==> config.mk <==
export PLATFORM = sky130hd
export DESIGN_NAME = kbw_top
export DESIGN_NICKNAME = d
export VERILOG_FILES = /design/src/rtl/kbw_pkg.sv /design/src/rtl/kbw_regs.sv /design/src/rtl/kbw_detect.sv /design/src/rtl/kbw_flag.sv /design/src/rtl/kbw_top.sv
export SDC_FILE = /design/constraint.sdc
export NUM_CORES = 1
export LEC_CHECK = 0
export CAP_MARGIN = 20
export CORE_MARGIN = 2
export CORE_UTILIZATION = 45
export CTS_CLUSTER_SIZE = 28
export DETAILED_ROUTE_END_ITERATION = 12
export GPL_ROUTABILITY_DRIVEN = 0
export HOLD_SLACK_MARGIN = 0.08
export PLACE_DENSITY = 0.71
export SYNTH_ARGS = -nofsm -noshare
export SYNTH_HDL_FRONTEND = slang
export SYNTH_HIERARCHICAL = 1
export SYNTH_SLANG_ARGS = --single-unit
export TNS_END_PERCENT = 50
==> constraint.sdc <==
create_clock -name clk -period 2.5 [get_ports clk]
set_clock_uncertainty 0.05 [all_clocks]
set_input_delay 0.5 -clock clk [delete_from_list [all_inputs] [get_ports clk]]
set_output_delay 0.5 -clock clk [all_outputs]
set_load 0.01 [all_outputs]
==> src/rtl/kbw_pkg.sv <==
package kbw_pkg;
   localparam int ADDR_W   = 2;
   localparam logic [ADDR_W-1:0] A_CTRL = 2'd0;
   localparam logic [ADDR_W-1:0] A_EN   = 2'd1;
   localparam logic [ADDR_W-1:0] A_POL  = 2'd2;
   localparam int B_IRQEN  = 0;
   localparam int B_LEVEL  = 1;
   localparam int B_ACK    = 2;
   localparam int B_FLAG   = 3;
   localparam int CTRL_BITS = 4;
endpackage

==> src/rtl/kbw_regs.sv <==
module kbw_regs
   import kbw_pkg::*;
#(
   parameter int N_PINS   = 8,
   parameter int DATA_W   = 8,
   parameter bit LEVEL_OK = 1'b1
) (
   input  logic              clk,
   input  logic              rst_n,
   input  logic              wr_en_i,
   input  logic [ADDR_W-1:0] wr_addr_i,
   input  logic [DATA_W-1:0] wr_data_i,
   input  logic [ADDR_W-1:0] rd_addr_i,
   output logic [DATA_W-1:0] rd_data_o,
   input  logic              flag_i,
   output logic [N_PINS-1:0] pin_en_o,
   output logic [N_PINS-1:0] pin_pol_o,
   output logic              irq_en_o,
   output logic              level_mode_o,
   output logic              ack_o,
   output logic              cfg_chg_o
);
   logic wr_ctrl, wr_mask_en, wr_mask_pol;

   assign wr_ctrl     = wr_en_i && (wr_addr_i == A_CTRL);
   assign wr_mask_en  = wr_en_i && (wr_addr_i == A_EN);
   assign wr_mask_pol = wr_en_i && (wr_addr_i == A_POL);
   assign ack_o       = wr_ctrl && wr_data_i[B_ACK];
   assign cfg_chg_o   = wr_mask_en || wr_mask_pol;

   always_ff @(posedge clk or negedge rst_n) begin
      if (!rst_n) begin
         pin_en_o  <= '0;
         pin_pol_o <= '0;
         irq_en_o  <= 1'b0;
      end else begin
         if (wr_mask_en)  pin_en_o  <= wr_data_i[N_PINS-1:0];
         if (wr_mask_pol) pin_pol_o <= wr_data_i[N_PINS-1:0];
         if (wr_ctrl)     irq_en_o  <= wr_data_i[B_IRQEN];
      end
   end

   generate
      if (LEVEL_OK) begin : g_level
         logic level_q;
         always_ff @(posedge clk or negedge rst_n) begin
            if (!rst_n)       level_q <= 1'b0;
            else if (wr_ctrl) level_q <= wr_data_i[B_LEVEL];
         end
         assign level_mode_o = level_q;
      end else begin : g_edge_only
         assign level_mode_o = 1'b0;
      end
   endgenerate

   always_comb begin
      rd_data_o = '0;
      case (rd_addr_i)
         A_CTRL: begin
            rd_data_o[B_IRQEN] = irq_en_o;
            rd_data_o[B_LEVEL] = level_mode_o;
            rd_data_o[B_FLAG]  = flag_i;
         end
         A_EN:    rd_data_o[N_PINS-1:0] = pin_en_o;
         A_POL:   rd_data_o[N_PINS-1:0] = pin_pol_o;
         default: rd_data_o = '0;
      endcase
   end

   a_r7_ack_needs_write: assert property (@(posedge clk) disable iff (!rst_n)
      ack_o |-> wr_en_i);
endmodule

==> src/rtl/kbw_detect.sv <==
module kbw_detect #(
   parameter int N_PINS = 8
) (
   input  logic              clk,
   input  logic              rst_n,
   input  logic [N_PINS-1:0] pins_i,
   input  logic [N_PINS-1:0] pin_en_i,
   input  logic [N_PINS-1:0] pin_pol_i,
   input  logic              level_mode_i,
   input  logic              cfg_chg_i,
   output logic              event_o,
   output logic              any_active_o
);
   logic [N_PINS-1:0] active, active_q, rise;
   logic              armed_q, edge_any;

   for (genvar i = 0; i < N_PINS; i++) begin : g_pin
      assign active[i] = pin_pol_i[i] ? pins_i[i] : ~pins_i[i];
      assign rise[i]   = pin_en_i[i] & active[i] & ~active_q[i];
   end

   assign any_active_o = |(active & pin_en_i);
   assign edge_any     = armed_q & (|rise);
   assign event_o      = edge_any | (level_mode_i & any_active_o);

   always_ff @(posedge clk or negedge rst_n) begin
      if (!rst_n) begin
         active_q <= '0;
         armed_q  <= 1'b0;
      end else begin
         active_q <= active;
         if (cfg_chg_i || edge_any) armed_q <= 1'b0;
         else if (!any_active_o)    armed_q <= 1'b1;
      end
   end

   a_r4_edge_disarms: assert property (@(posedge clk) disable iff (!rst_n)
      edge_any |=> !armed_q);
   a_r10_cfg_rearm: assert property (@(posedge clk) disable iff (!rst_n)
      cfg_chg_i |=> !armed_q);
   a_r4_arm_when_idle: assert property (@(posedge clk) disable iff (!rst_n)
      (!cfg_chg_i && !any_active_o) |=> armed_q);
endmodule

==> src/rtl/kbw_flag.sv <==
module kbw_flag (
   input  logic clk,
   input  logic rst_n,
   input  logic event_i,
   input  logic ack_i,
   input  logic level_mode_i,
   input  logic any_active_i,
   output logic flag_o
);
   logic ack_ok;

   assign ack_ok = ack_i & ~(level_mode_i & any_active_i);

   always_ff @(posedge clk or negedge rst_n) begin
      if (!rst_n)       flag_o <= 1'b0;
      else if (event_i) flag_o <= 1'b1;
      else if (ack_ok)  flag_o <= 1'b0;
   end

   a_r9_set_wins: assert property (@(posedge clk) disable iff (!rst_n)
      event_i |=> flag_o);
   a_r6_ack_refused: assert property (@(posedge clk) disable iff (!rst_n)
      (ack_i && level_mode_i && any_active_i) |=> flag_o);
   a_r7_ack_clears: assert property (@(posedge clk) disable iff (!rst_n)
      (ack_i && !event_i && !(level_mode_i && any_active_i)) |=> !flag_o);
   a_r7_flag_holds: assert property (@(posedge clk) disable iff (!rst_n)
      (!ack_i && !event_i) |=> $stable(flag_o));
endmodule

==> src/rtl/kbw_top.sv <==
module kbw_top
   import kbw_pkg::*;
#(
   parameter int N_PINS   = 8,
   parameter int DATA_W   = 8,
   parameter bit LEVEL_OK = 1'b1
) (
   input  logic              clk,
   input  logic              rst_n,
   input  logic [N_PINS-1:0] pins_i,
   input  logic              wr_en_i,
   input  logic [1:0]        wr_addr_i,
   input  logic [DATA_W-1:0] wr_data_i,
   input  logic [1:0]        rd_addr_i,
   output logic [DATA_W-1:0] rd_data_o,
   output logic              irq_o
);
   generate
      if (N_PINS < 1)         begin : g_bad_pins  $error("N_PINS must be at least 1"); end
      if (DATA_W < N_PINS)    begin : g_bad_width $error("DATA_W must hold N_PINS"); end
      if (DATA_W < CTRL_BITS) begin : g_bad_ctrl  $error("DATA_W too narrow for control"); end
   endgenerate

   logic [N_PINS-1:0] pin_en, pin_pol;
   logic irq_en, level_mode, ack, cfg_chg, evt, any_active, flag;

   kbw_regs #(.N_PINS(N_PINS), .DATA_W(DATA_W), .LEVEL_OK(LEVEL_OK)) u_regs (
      .clk(clk), .rst_n(rst_n), .wr_en_i(wr_en_i), .wr_addr_i(wr_addr_i),
      .wr_data_i(wr_data_i), .rd_addr_i(rd_addr_i), .rd_data_o(rd_data_o),
      .flag_i(flag), .pin_en_o(pin_en), .pin_pol_o(pin_pol), .irq_en_o(irq_en),
      .level_mode_o(level_mode), .ack_o(ack), .cfg_chg_o(cfg_chg));

   kbw_detect #(.N_PINS(N_PINS)) u_detect (
      .clk(clk), .rst_n(rst_n), .pins_i(pins_i), .pin_en_i(pin_en),
      .pin_pol_i(pin_pol), .level_mode_i(level_mode), .cfg_chg_i(cfg_chg),
      .event_o(evt), .any_active_o(any_active));

   kbw_flag u_flag (
      .clk(clk), .rst_n(rst_n), .event_i(evt), .ack_i(ack),
      .level_mode_i(level_mode), .any_active_i(any_active), .flag_o(flag));

   assign irq_o = flag & irq_en;

   a_r8_irq_follows_flag: assert property (@(posedge clk) disable iff (!rst_n)
      (irq_en && $rose(flag)) |-> irq_o);
endmodule

; ---- After elaboration in Yosys (flattened, before gate mapping)
; Index checks and enable logic that the tools add are counted.
[totals]
output_inout_bits = 9
elab_cells = 78
regBits = 28
[classes]
bitwise_logic = 39
mux = 16
eq_ne = 5
reduce_logical = 11
[op_table]
columns = operator, n
row1 = 1-bit bitwise AND, 20
row2 = 1-bit inverter, 17
row3 = 8-bit OR reduction, 2
row4 = 1-bit 2-to-1 mux, 12
row5 = 8-bit bitwise AND, 1
row6 = 4-bit one-hot mux with 2 select lines, 1
row7 = 2-bit one-hot mux with 3 select lines, 1
row8 = "2-bit by 1-bit == test with 1-bit output, second input constant", 2
row9 = "2-bit == test, second input constant", 2
row10 = 1-bit logical AND, 4
row11 = 2-bit logical NOT, 2
row12 = 1-bit one-hot mux with 3 select lines, 1
row13 = 1-bit logical OR, 2
row14 = "2-bit != test, second input constant", 1
row15 = 1-bit one-hot mux with 2 select lines, 1
row16 = 2-bit nonzero test, 1
row17 = 1-bit OR, 1

; ---- Depth between registers and ports, before layout
[logic_depth]
depth_word = 9
mapped_depth = 6
depth_no_buf = 6

; ---- Modules after synthesis
; Netlist, hierarchy kept.
[modules_own_cells]
columns = module, seq_area_each_um2, cells_per_inst, instances, area_each_um2
row1 = kbw_regs, 450.4, 65, 1, 898.4
row2 = kbw_detect, 225.2, 37, 1, 416.6
row3 = kbw_flag, 25.0, 3, 1, 48.8
row4 = kbw_top, 0.0, 1, 1, 6.3

; ---- Worst setup path before layout
; Ideal clock, no wire load.
[synth_timing]
path_type = input to register
start = input pins_i[3]
end = register u_flag.flag_o
path_slack_ns = 0.587
path_stages = 6
n_path_buf = 0
t_arrival_ns = 1.737
setup_time_ns = 0.126
required_ns = 2.324
cell_sequence = xnor2_1 a32oi_1 o221ai_1 or3_1 a22o_1 a311o_1
[synth_via]
elab_chain_len = 8
word_cells_on_any_way = 14
classes_between = mux: 2 / bitwise: 9 / reduce/logical: 3
[synth_rtl]
columns = element, line
row1 = "start, declared", kbw_top.sv:10  ; input logic [N_PINS-1:0] pins_i,
row2 = 1-bit inverter, kbw_detect.sv:18  ; assign active[i] = pin_pol_i[i] ? pins_i[i] : ~pins_i[i];
row3 = 1-bit 2-to-1 mux *, kbw_detect.sv:18
row4 = 1-bit bitwise AND (2 in series), kbw_detect.sv:19  ; assign rise[i] = pin_en_i[i] & active[i] & ~active_q[i];
row5 = 8-bit OR reduction, kbw_detect.sv:23  ; assign edge_any = armed_q & (|rise);
row6 = 1-bit bitwise AND, kbw_detect.sv:23
row7 = 1-bit OR *, kbw_detect.sv:24  ; assign event_o = edge_any | (level_mode_i & any_active_o);
row8 = named net evt, kbw_top.sv:25  ; logic irq_en, level_mode, ack, cfg_chg, evt, any_active, flag;
row9 = 1-bit 2-to-1 mux or 2-bit nonzero test (tied branches), --
row10 = "end signal, assigned", kbw_flag.sv:15  ; if (!rst_n) flag_o <= 1'b0;
row11 = "end signal, assigned", kbw_flag.sv:16  ; else if (event_i) flag_o <= 1'b1;
row12 = "end signal, assigned", kbw_flag.sv:17  ; else if (ack_ok) flag_o <= 1'b0;
row13 = "end, declared", kbw_flag.sv:8  ; output logic flag_o
; The timed path passes the listed nets; every way through them passes the cells marked *.
; A chain may end at the register's enable or synchronous reset.

; ---- Worst setup path in the final report
[layout_timing]
start = input rd_addr_i[0]
end = output rd_data_o[1]
[layout_via]
elab_chain_len = 2
word_cells_on_any_way = 4
classes_between = eq/ne: 2 / mux: 1 / reduce/logical: 1
[layout_rtl]
columns = element, line
row1 = "start, declared", kbw_top.sv:14  ; input logic [1:0] rd_addr_i,
row2 = "2-bit == test, or another cell as far along", kbw_regs.sv:58  ; case (rd_addr_i)
row3 = 2-bit one-hot mux with 3 select lines *, kbw_regs.sv:58
row4 = "end, declared", kbw_top.sv:15  ; output logic [DATA_W-1:0] rd_data_o,
; Every way passes the cells marked *; elsewhere a longest branch is shown, timed or not.

==> reports/qor.txt <==
YS warnings: 6
Place WS: -313.1 ps
EDFF count, synth: 0
main flop type after synthesis: dfrtp_1
Clock Sink Count: 28
mux cell area share after synthesis: 14.79%
fraction of layout cells with a size suffix above 1: 26.06%
Synth area leader: dfrtp_1
Synth Register Bits: 28
total of max-cap violations: 0
Clock Latency Late Sink: 320 ps
Synth area leaders: dfrtp_1 (51%), mux2_2 (15%), xnor2_1 (5.1%)
Worst Reg-to-Reg Cells: 6
n_diodes: 0
Pwr Density: 640.7 nW/um^2
CTS root buf: clkbuf_4
final net count: 170
core box area: 2978 um^2
main combinational cell family by area after synthesis: multiplexers
H-tree levels: 1
1st-pass router iterations: 4
Synth Area in Simple Gates: 14.43%
CTS max path bufs: 2
Worst EP required: 1950 ps
dpl cell area: 1737 um^2
asr flop ratio synth: 100.0%
vias in the first global route: 1039
Final period util: 95.42%
non-filler cells, final: 175
total power: 1.145 mW
status: finished, final reports clean
RSZ-0062 raised after global routing: false
Mapped Area: 1370 um^2
first-pass GRT wire length: 4857 um
Rows: 20
TritonCTS clock tree: done
crit path setup slack, layout: 114.6 ps
Avg Cell Area, Syn: 12.93 um^2
Critical Path Fanout Max: 5
Port Buffer Count: 31
Adder-Cell Fraction of Synth Area: 3.653%
antenna viol nets, final: 0
Die ar.: 3502 um^2
# fillers: 266
syn nets: 133
fin area: 1788 um^2
Hold Crit Class: in2async
initial antenna violation count: 0
XOR/XNOR share of the synthesized area: 5.114%
TritonCTS Buffers: 3
Worst-Margin Slew: 351.0 ps
top-area cell type share of the netlist area: 51.14%
register area share after synthesis: 51.14%
total track usage: 18.66%
largest net degree at the start of global routing: 29
slew margin rel.: 76.60%
Layout area overhead: 30.50%
Max VDD drop: 0.5037 mV
Final setup viols: 0
Critical Path Sink Type: output port
Syn Inst Count: 106
Post-DP HPWL: 2146 um
Top Ports: 32
DRT iter0 DRCs: 38
Synth Area in Compound Gates: 9.498%
CP startpoint kind: input pin
Routed WL: 2855 um
placed cell count: 171
crit path kind: in2out
crit path time final: 2385 ps
# hold bufs at CTS: 0
Max Fclk: 0.4192 GHz
Via density: 5.520
Die H: 59.18 um
WL/cell: 16.31 um
Slew Limit Fails: 0
Distinct cells, synth: 27
leakage: 0.7880 nW
starting density of the core: 46.01%
via count: 966
Overflow after GRT: 0
worst path arrival time: 1840 ps
post-layout util: 60.04%
residual DRC count: 0
final hold violation count: 0
Die X: 59.18 um
CTS clk-pin slew, worst paths: 150 ps
==> power by group <==
group | switching [mW] | leakage [nW] | internal (mW)
combinational | 0.130 | 0.438 | 0.184
sequential | 0.0679 | 0.329 | 0.545
clock | 0.129 | 0.0210 | 0.0892
==> worst max-delay path: stages <==
cell,delay (ps)
dlygate4sd2_1,300
inv_2,80
ha_2,220
a222oi_1,370
nor2_1,70
dlygate4sd2_1,290
==> synthesized netlist by cell type (2+ instances only) <==
cell type / count
clkbuf_1: 2
mux2_2: 18
o22ai_1: 3
a222oi_1: 3
nand3b_4: 2
dfrtp_1: 28
a22oi_1: 6
nor2b_1: 5
xnor2_1: 8
nor2_1: 3
inv_1: 3
ha_1: 4
nand2_1: 7
==> cell families (layout without fill, tap and decap cells) <==
kind of cell             after synthesis  count (layout)
flip-flops                            28              28
buffers and inverters                  5              41
AO/OA/AOI/OAI                         16              16
XOR/XNOR                               8               8
AND/OR/NAND/NOR                       27              27
multiplexers                          18              18
adder cells (fa/ha/maj)                4               4
==> routing by layer <==
layer	global-route usage, %	wire length [um]	vias to the layer above
met5	0	0	-
met4	5.844	34	0
met3	3.275	74	2
met2	31.27	1474	14
met1	24.61	1271	492
li1	-	-	458
==> metrics by stage <==
step	hold WS (ps)	TNS [ps]
final	472.3	0
after global routing	505.0	0
after CTS	486.9	0
after detailed placement	465.8	-2222
after global placement	457.9	-2006
after floorplan	154.4	0
==> what timing repair did <==
item | 4_1_cts | 5_1_grt
setup endpoints to repair | 8 | 0
buffers inserted | 0 | 0
gates resized for setup | 16 | 0
==> path summary, 6_finish.rpt <==
kind	start	endpoint	slack, ps
setup / recovery	rd_addr_i[0]	rd_data_o[1]	110
hold / removal	rst_n	u_regs/pin_pol_o[6]	470
setup reg to reg	u_regs/pin_pol_o[3]	u_flag/flag_o	500
hold reg to reg	u_regs/pin_pol_o[7]	u_detect/active_q[7]	490
max in group asynchronous	rst_n	u_regs/pin_en_o[7]	1660
min in group clk	u_regs/pin_pol_o[7]	u_detect/active_q[7]	490
==> sequential cells by signal, indices dropped and copies added, names as in the netlist <==
| signal | flops |
|---|---|
| u_regs/irq_en_o | 1 |
| u_detect/armed_q | 1 |
| u_flag/flag_o | 1 |
| u_regs/pin_pol_o | 8 |
| u_detect/active_q | 8 |
| u_regs/level_mode_o | 1 |
| u_regs/pin_en_o | 8 |
==> cell type report <==
class	instances	area (um^2)	share of cell area [%]
Sequential cell	28	700.7	39.19
Multi-Input combinational cell	73	678.2	37.93
Timing Repair Buffer	34	320.3	17.91
Tap cell	33	41.29	2.309
Clock buffer	4	36.28	2.029
Inverter	3	11.26	0.6298
==> cells in the final DEF (no fill, tap or decap) <==
| master | count |
|---|---|
| and2b_2 | 1 |
| nor2_1 | 3 |
| inv_2 | 2 |
| mux2_2 | 18 |
| nor2b_4 | 1 |
| ha_2 | 1 |
| clkdlybuf4s50_1 | 21 |
| nand2b_1 | 1 |
| inv_1 | 1 |
| o221ai_1 | 1 |
| ha_4 | 2 |
| buf_4 | 3 |
| nor2b_1 | 5 |
| xnor2_1 | 8 |
| and2_2 | 1 |
| a222oi_1 | 3 |
| o22ai_1 | 3 |
| nand4_1 | 1 |
| clkbuf_4 | 3 |
| and2_1 | 1 |
| and4_1 | 1 |
| or3_1 | 1 |
| a22oi_1 | 6 |
| or2_2 | 1 |
| clkbuf_8 | 1 |
| a311o_1 | 1 |
| dfrtp_1 | 28 |
| a32oi_1 | 1 |
| a22o_1 | 1 |
| nand2_1 | 7 |
| nor3b_4 | 1 |
| nand3b_4 | 2 |
| ha_1 | 1 |
| dlygate4sd2_1 | 10 |
(Power assumes the default switching activity.)
